<file path="src/rtl/rse_pkg.sv">
package rse_pkg;
  typedef enum logic [1:0] {
    OP_RESET = 2'd0,
    OP_WBYTE = 2'd1,
    OP_RBIT  = 2'd2,
    OP_WBIT  = 2'd3
  } op_kind_t;

  typedef enum logic [2:0] {
    S_IDLE, S_RST, S_CMD, S_RDA, S_RDB, S_WR
  } seq_state_t;

  localparam logic [7:0] SEARCH_CMD = 8'hF0;

  // Branch choice for one position: agreement follows the bus, a
  // disagreement below the marker replays history, at it takes 1, above 0.
  function automatic logic pick_dir(input logic a, input logic b,
                                    input logic below, input logic at,
                                    input logic prev);
    if (a != b) return a;
    if (below)  return prev;
    return at;
  endfunction
endpackage

</file>
<file path="src/rtl/rse_branch.sv">
module rse_branch #(
  parameter int POS_W = 7
) (
  input  logic             bit_a_i,
  input  logic             bit_b_i,
  input  logic [POS_W-1:0] pos_i,
  input  logic [POS_W-1:0] last_disc_i,
  input  logic             prev_bit_i,
  output logic             dir_o,
  output logic             disc_hit_o,
  output logic             zero_taken_o
);
  logic below, at;
  assign below        = pos_i < last_disc_i;
  assign at           = pos_i == last_disc_i;
  assign disc_hit_o   = !bit_a_i && !bit_b_i;
  assign dir_o        = rse_pkg::pick_dir(bit_a_i, bit_b_i, below, at, prev_bit_i);
  assign zero_taken_o = disc_hit_o && !dir_o;
endmodule

</file>
<file path="src/rtl/rse_ctrl.sv">
module rse_ctrl #(
  parameter int CODE_W = 64,
  parameter int POS_W  = 7
) (
  input  logic             clk,
  input  logic             rst_n,
  input  logic             start_i,
  input  logic             next_i,
  input  logic             done_i,
  input  logic             dir_i,
  input  logic             op_ack_i,
  input  logic             op_rbit_i,
  output logic             op_req_o,
  output logic [1:0]       op_kind_o,
  output logic [7:0]       op_wdata_o,
  output logic             clear_o,
  output logic             pass_start_o,
  output logic             commit_o,
  output logic             pass_end_o,
  output logic             abort_o,
  output logic             pair_bad_o,
  output logic             bit_a_o,
  output logic             bit_b_o,
  output logic [POS_W-1:0] pos_o,
  output logic             busy_o
);
  import rse_pkg::*;

  localparam logic [POS_W-1:0] LAST_POS = POS_W'(CODE_W);

  seq_state_t state_q, state_d;
  logic [POS_W-1:0] pos_q;
  logic a_q, b_q, ack, no_presence;
  op_kind_t kind;

  assign ack          = op_ack_i && op_req_o;
  assign clear_o      = (state_q == S_IDLE) && start_i;
  assign pass_start_o = clear_o || ((state_q == S_IDLE) && next_i && !done_i);
  assign no_presence  = (state_q == S_RST) && ack && !op_rbit_i;
  assign pair_bad_o   = (state_q == S_RDB) && ack && a_q && op_rbit_i;
  assign abort_o      = no_presence || pair_bad_o;
  assign commit_o     = (state_q == S_WR) && ack;
  assign pass_end_o   = commit_o && (pos_q == LAST_POS);

  always_comb begin
    unique case (state_q)
      S_RST:        kind = OP_RESET;
      S_CMD:        kind = OP_WBYTE;
      S_RDA, S_RDB: kind = OP_RBIT;
      default:      kind = OP_WBIT;
    endcase
  end

  assign op_req_o   = state_q != S_IDLE;
  assign op_kind_o  = kind;
  assign op_wdata_o = (state_q == S_CMD) ? SEARCH_CMD :
                      (state_q == S_WR)  ? {7'd0, dir_i} : 8'd0;

  always_comb begin
    state_d = state_q;
    unique case (state_q)
      S_IDLE: if (pass_start_o) state_d = S_RST;
      S_RST:  if (ack) state_d = op_rbit_i ? S_CMD : S_IDLE;
      S_CMD:  if (ack) state_d = S_RDA;
      S_RDA:  if (ack) state_d = S_RDB;
      S_RDB:  if (ack) state_d = pair_bad_o ? S_IDLE : S_WR;
      S_WR:   if (ack) state_d = pass_end_o ? S_IDLE : S_RDA;
      default: state_d = S_IDLE;
    endcase
  end

  always_ff @(posedge clk or negedge rst_n) begin
    if (!rst_n) begin
      state_q <= S_IDLE;
      pos_q   <= '0;
      a_q     <= 1'b0;
      b_q     <= 1'b0;
    end else begin
      state_q <= state_d;
      if ((state_q == S_CMD) && ack) pos_q <= POS_W'(1);
      else if (commit_o)             pos_q <= pos_q + 1'b1;
      if ((state_q == S_RDA) && ack) a_q <= op_rbit_i;
      if ((state_q == S_RDB) && ack) b_q <= op_rbit_i;
    end
  end

  assign bit_a_o = a_q;
  assign bit_b_o = b_q;
  assign pos_o   = pos_q;
  assign busy_o  = state_q != S_IDLE;
endmodule

</file>
<file path="src/rtl/rse_store.sv">
module rse_store #(
  parameter int CODE_W = 64,
  parameter int POS_W  = 7
) (
  input  logic              clk,
  input  logic              rst_n,
  input  logic              clear_i,
  input  logic              pass_start_i,
  input  logic              commit_i,
  input  logic              pass_end_i,
  input  logic              abort_i,
  input  logic              dir_i,
  input  logic              zero_taken_i,
  input  logic [POS_W-1:0]  pos_i,
  output logic              prev_bit_o,
  output logic [POS_W-1:0]  last_disc_o,
  output logic [CODE_W-1:0] code_o,
  output logic              valid_o,
  output logic              done_o,
  output logic              err_o
);
  localparam int IDX_W = $clog2(CODE_W);

  logic [CODE_W-1:0] code_q;
  logic [POS_W-1:0]  last_disc_q, last_zero_q, lz_next, pos_m1;
  logic [IDX_W-1:0]  idx;
  logic valid_q, done_q, err_q;

  assign pos_m1  = pos_i - 1'b1;
  assign idx     = pos_m1[IDX_W-1:0];
  assign lz_next = (commit_i && zero_taken_i) ? pos_i : last_zero_q;

  always_ff @(posedge clk or negedge rst_n) begin
    if (!rst_n) begin
      code_q      <= '0;
      last_disc_q <= '0;
      last_zero_q <= '0;
      valid_q     <= 1'b0;
      done_q      <= 1'b0;
      err_q       <= 1'b0;
    end else begin
      valid_q <= pass_end_i;
      if (clear_i) begin
        code_q      <= '0;
        last_disc_q <= '0;
        done_q      <= 1'b0;
      end
      if (pass_start_i) begin
        last_zero_q <= '0;
        err_q       <= 1'b0;
      end
      if (commit_i) begin
        code_q[idx] <= dir_i;
        last_zero_q <= lz_next;
      end
      if (pass_end_i) begin
        last_disc_q <= lz_next;
        done_q      <= (lz_next == '0);
      end
      if (abort_i) err_q <= 1'b1;
    end
  end

  assign prev_bit_o  = code_q[idx];
  assign last_disc_o = last_disc_q;
  assign code_o      = code_q;
  assign valid_o     = valid_q;
  assign done_o      = done_q;
  assign err_o       = err_q;
endmodule

</file>
<file path="src/rtl/rom_search_engine.sv">
module rom_search_engine #(
  parameter int CODE_W = 64,
  localparam int POS_W = $clog2(CODE_W + 1)
) (
  input  logic              clk,
  input  logic              rst_n,
  input  logic              start_i,
  input  logic              next_i,
  output logic              op_req_o,
  output logic [1:0]        op_kind_o,
  output logic [7:0]        op_wdata_o,
  input  logic              op_ack_i,
  input  logic              op_rbit_i,
  output logic [CODE_W-1:0] code_o,
  output logic              code_valid_o,
  output logic              done_o,
  output logic              err_o,
  output logic              busy_o
);
  logic clear, pass_start, commit, pass_end, abort, pair_bad;
  logic bit_a, bit_b, dir, disc_hit, zero_taken, prev_bit;
  logic [POS_W-1:0] pos, last_disc;

  rse_ctrl #(.CODE_W(CODE_W), .POS_W(POS_W)) u_ctrl (
    .clk(clk), .rst_n(rst_n), .start_i(start_i), .next_i(next_i),
    .done_i(done_o), .dir_i(dir), .op_ack_i(op_ack_i), .op_rbit_i(op_rbit_i),
    .op_req_o(op_req_o), .op_kind_o(op_kind_o), .op_wdata_o(op_wdata_o),
    .clear_o(clear), .pass_start_o(pass_start), .commit_o(commit),
    .pass_end_o(pass_end), .abort_o(abort), .pair_bad_o(pair_bad),
    .bit_a_o(bit_a), .bit_b_o(bit_b), .pos_o(pos), .busy_o(busy_o)
  );

  rse_branch #(.POS_W(POS_W)) u_branch (
    .bit_a_i(bit_a), .bit_b_i(bit_b), .pos_i(pos), .last_disc_i(last_disc),
    .prev_bit_i(prev_bit), .dir_o(dir), .disc_hit_o(disc_hit),
    .zero_taken_o(zero_taken)
  );

  rse_store #(.CODE_W(CODE_W), .POS_W(POS_W)) u_store (
    .clk(clk), .rst_n(rst_n), .clear_i(clear), .pass_start_i(pass_start),
    .commit_i(commit), .pass_end_i(pass_end), .abort_i(abort), .dir_i(dir),
    .zero_taken_i(zero_taken), .pos_i(pos), .prev_bit_o(prev_bit),
    .last_disc_o(last_disc), .code_o(code_o), .valid_o(code_valid_o),
    .done_o(done_o), .err_o(err_o)
  );
endmodule

</file>
<file path="config.mk">
export PLATFORM = sky130hd
export DESIGN_NAME = rom_search_engine
export DESIGN_NICKNAME = d
export VERILOG_FILES = /design/src/rtl/rse_pkg.sv /design/src/rtl/rse_branch.sv /design/src/rtl/rse_ctrl.sv /design/src/rtl/rse_store.sv /design/src/rtl/rom_search_engine.sv
export SDC_FILE = /design/constraint.sdc
export NUM_CORES = 1
export LEC_CHECK = 0
export ABC_AREA = 1
export BUFFER_PORTS_ARGS = -buffer_cell sky130_fd_sc_hd__buf_2
export CORE_AREA = 3 3 153 155
export CTS_CLUSTER_DIAMETER = 200
export DETAILED_ROUTE_END_ITERATION = 8
export DIE_AREA = 0 0 156 158
export PLACE_DENSITY = 0.4
export SLEW_MARGIN = 20
export SYNTH_ARGS = -nofsm -noshare
export SYNTH_HDL_FRONTEND = slang
export SYNTH_SLANG_ARGS = --single-unit
</file>
<file path="constraint.sdc">
create_clock -name clk -period 7.1 [get_ports clk]
set_input_delay 1.42 -clock clk [delete_from_list [all_inputs] [get_ports clk]]
set_output_delay 1.42 -clock clk [all_outputs]
set_load 0.05 [all_outputs]
</file>
==> flow_summary.json <==
{
  "status": "completed",
  "yosysWarnings": 0,
  "synth_top_cells_by_area": "dfrtp_1 42%, nand2_1 18%, nand3_1 8.8%, nor2_1 5.5%, o21ai_0 4.7%",
  "critPathSlowestCell": "inv_2",
  "seq_power_share_pct": 25.0,
  "first_pass_iters": 5,
  "synthFlopType": "dfrtp_1",
  "cp_common_cell": "nand3_1",
  "synth_common_cells": "264 x nand2_1, 97 x nand3_1, 93 x dfrtp_1",
  "nets": 852,
  "use_met1_pct": 22.69,
  "setup_tns_ns": 0,
  "grt_first_pass_wirelength_mm": 30.44,
  "path_class": "flip-flop to primary output",
  "slew_violations": 0,
  "cpPeakStageDelay_ns": 0.59,
  "clock_skew_ns": 0.01034,
  "post-route-period-util_pct": 70.72,
  "p_leak_nw": 3.125,
  "cts.sinks": 93,
  "fin_crit_ns": 5.021,
  "die_height_um": 158,
  "grt_pass1_vias": 5139,
  "drc_errors": 0,
  "max_freq_mhz": 199.2,
  "grtUsageTotal_pct": 15.90,
  "grt_start_max_net_pins": 71,
  "crit_fanout": 40,
  "rsz0062_at_grt": "false",
  "cts_tree": "built",
  "cts.reportedPaths.clkPinSlew_ns": 0.07,
  "numCtsBuffers": 9,
  "finalInstanceArea_um2": 6444,
  "initial_core_util_pct": 25.04,
  "synthArstFlopShare_pct": 100.0,
  "numPortBuffers": 81,
  "clock_latency_ns": 0.35,
  "rr_worst_depth": 14,
  "htree_levels": 3,
  "tightest_slew_ns": 0.9619,
  "hp-class": "flip-flop to flip-flop",
  "synth_edf_count": 0,
  "yosysUniqueCellTypes": 32,
  "antenna_found_initial": 0,
  "grt_busiest_layer": "met2",
  "pwr-share-comb_pct": 50.4,
  "num_rows": 54,
  "ir_drop_mv": 0.3257,
  "min_path_cells": 2,
  "netlist.top_cell.by_area": "dfrtp_1",
  "coreArea_um2": 21960,
  "dieArea_um2": 24650,
  "clock_power_share_pct": 24.6,
  "hold_slack_ns": 0.4877,
  "synth_most_common_cell": "nand2_1",
  "routed_via_density": 4.766,
  "grt_use_met3_pct": 2.734,
  "area_growth_pct": 17.21,
  "syn_avg_cell_area_um2": 7.076,
  "critical-path-top-delay-family": "buffers and inverters",
  "clockBufferDepth": 2,
  "setup_viol": 0,
  "p_int_mw": 1.161,
  "hold_violations": 0,
  "ys_ff_latch": 93,
  "post_cts_resize_count": 0,
  "overflow": 0,
  "postSynthCellCount": 777,
  "drt-initial-drc-count": 374,
  "routedWlPerCell_um": 17.07,
  "place_area_um2": 6083,
  "cp-end-kind": "primary output",
  "cp_data_arrival_time_ns": 3.60,
  "global_route.usage.met2_pct": 24.93,
  "dp_hpwl_mm": 12.71,
  "post-cts-setup-buffers": 0,
  "crit_chain": "inv_2 -> ha_1 -> inv_2 -> nand3_1 -> nand2_1 -> nand2_1 -> nand3_1 -> nand3_1 -> nand3_1 -> nand3_1 -> nand2_2 -> nand2_4 -> nor2_1 -> buf_2",
  "yosysTopAreaCellShare_pct": 42.33,
  "dr_total_vias": 5343,
  "antenna_cells": 0,
  "routed_wl_mm": 19.13,
  "syn-cell-area_um2": 5498,
  "clockRootBuffer": "clkbuf_16",
  "ios": 85,
  "max_slew_margin_pct": 35.87,
  "die_x_um": 156,
  "hold_buffers": 0,
  "worstPathBufferInverterCount": 3,
  "fillerInstances": 2436,
  "max_cap_viol_count": 0,
  "worst_setup_path_start_kind": "flip-flop",
  "net-switching-power_mw": 1.255,
  "drive_above_1_share_pct": 14.63,
  "cp_data_required_time_ns": 5.68,
  "antenna_left": 0,
  "p_per_area_nw_per_um2": 375.0,
  "synth_seq_area_share_pct": 42.33,
  "swShare_pct": 51.94,
  "crit_cells": 14,
  "place.gp.congestion": 0.7939
}
## power groups by stage
stage	Combinational [mW]	Clock [mW]	Sequential, mW
2_1_floorplan	0.902	0	0.629
4_1_cts	1.23	0.605	0.604
6_report	1.22	0.594	0.604
5_1_grt	1.35	0.624	0.610
3_5_place_dp	1.22	0	0.615
3_3_place_gp	1.24	0	0.617
## flip-flops by register name, indices dropped and copies added, names as in the netlist
name	count
u_ctrl.bit_a_o	1
u_ctrl.bit_b_o	1
u_ctrl.pos_o	7
u_ctrl.state_q	3
u_store.code_o	64
u_store.done_o	1
u_store.err_o	1
u_store.last_disc_o	7
u_store.last_zero_q	7
u_store.valid_o	1
## path summary, 6_finish.rpt
check                                          to       startpoint  slack, ns
min reg2reg                        u_ctrl.bit_a_o   u_ctrl.bit_a_o       0.49
max reg2reg                    u_store.code_o[51]  u_ctrl.pos_o[0]       3.54
max in group asynchronous  u_store.last_disc_o[5]            rst_n       4.86
min in group asynchronous      u_store.code_o[10]            rst_n       0.97
min                                u_ctrl.bit_a_o   u_ctrl.bit_a_o       0.49
max                                 op_wdata_o[0]  u_ctrl.pos_o[0]       2.08
## through the flow
stage	utilization, %	power (mW)	setup slack (ns)	std cells
2_1_floorplan	-	1.531	2.761	779
5_1_grt	29.34	2.585	1.695	1121
3_5_place_dp	27.70	1.839	2.431	1105
4_1_cts	29.34	2.439	2.031	1121
6_report	29.34	2.416	2.079	1121
3_3_place_gp	27.70	1.852	2.467	1105
## cell families (layout without fill, tap and decap cells)
kind of cell / count (synthesis) / count (layout) / share of synthesized area (%)
and+or+nand+nor: 463 / 463 / 35.00
AOI/OAI and AO/OA: 111 / 111 / 11.13
DFF: 93 / 93 / 42.33
adders and majority gates: 10 / 10 / 2.276
buffers and inverters: 95 / 157 / 7.806
other: 1 / 3 / 0.06821
xor gates and xnor gates: 4 / 4 / 1.388
## cell usage in the layout, fill, tap and decap left out
cell / synthesis / layout
a31oi_1: 2 / 2
nand3_4: 1 / 1
clkbuf_16: 0 / 9
xor2_2: 3 / 3
nand2_1: 264 / 262
nand4_2: 1 / 1
a21oi_1: 11 / 11
or2_1: 1 / 1
clkbuf_8: 0 / 3
o22ai_1: 13 / 13
dfrtp_1: 93 / 93
buf_4: 8 / 6
conb_1: 1 / 3
nand4_1: 3 / 3
ha_1: 10 / 10
bufinv_16: 0 / 3
clkbuf_1: 16 / 1
nor3_1: 10 / 10
buf_2: 10 / 80
nand3_1: 97 / 97
inv_2: 10 / 10
o21a_1: 1 / 1
xor2_4: 1 / 1
o31ai_1: 7 / 7
nand2_4: 1 / 1
o21ai_1: 18 / 18
and2_1: 1 / 1
nand2_2: 3 / 5
nor2_1: 80 / 80
o211ai_1: 7 / 7
o21ai_0: 52 / 52
nor4_1: 1 / 1
inv_1: 45 / 45
## area by class of cell
cell class	instances	area, µm²	area share, %
clock inverter	3	90.09	1.398
timing repair buffer	86	445.4	6.913
sequential	93	2327	36.12
tap	280	350.3	5.437
inverter	55	206.4	3.204
multi-input combinational	591	2754	42.74
clock buffer	13	270.3	4.194
## worst reg2reg max path, delay by kind of cell (launching register included)
family | cells | cell delay [ns]
and+or+nand+nor | 9 | 0.87
adders and majority gates | 1 | 0.58
buffers and inverters | 3 | 1.52
AOI/OAI and AO/OA | 1 | 0.12
DFF | 1 | 0.39
## per-layer routing
layer  part of all wire (%)  up-vias
met5                      0        -
met3                    3.8       20
met2                     46      105
met4                    1.4        0
met1                     49     2551
li1                       -     2667
Note: power is estimated with default switching activity, not from simulation.
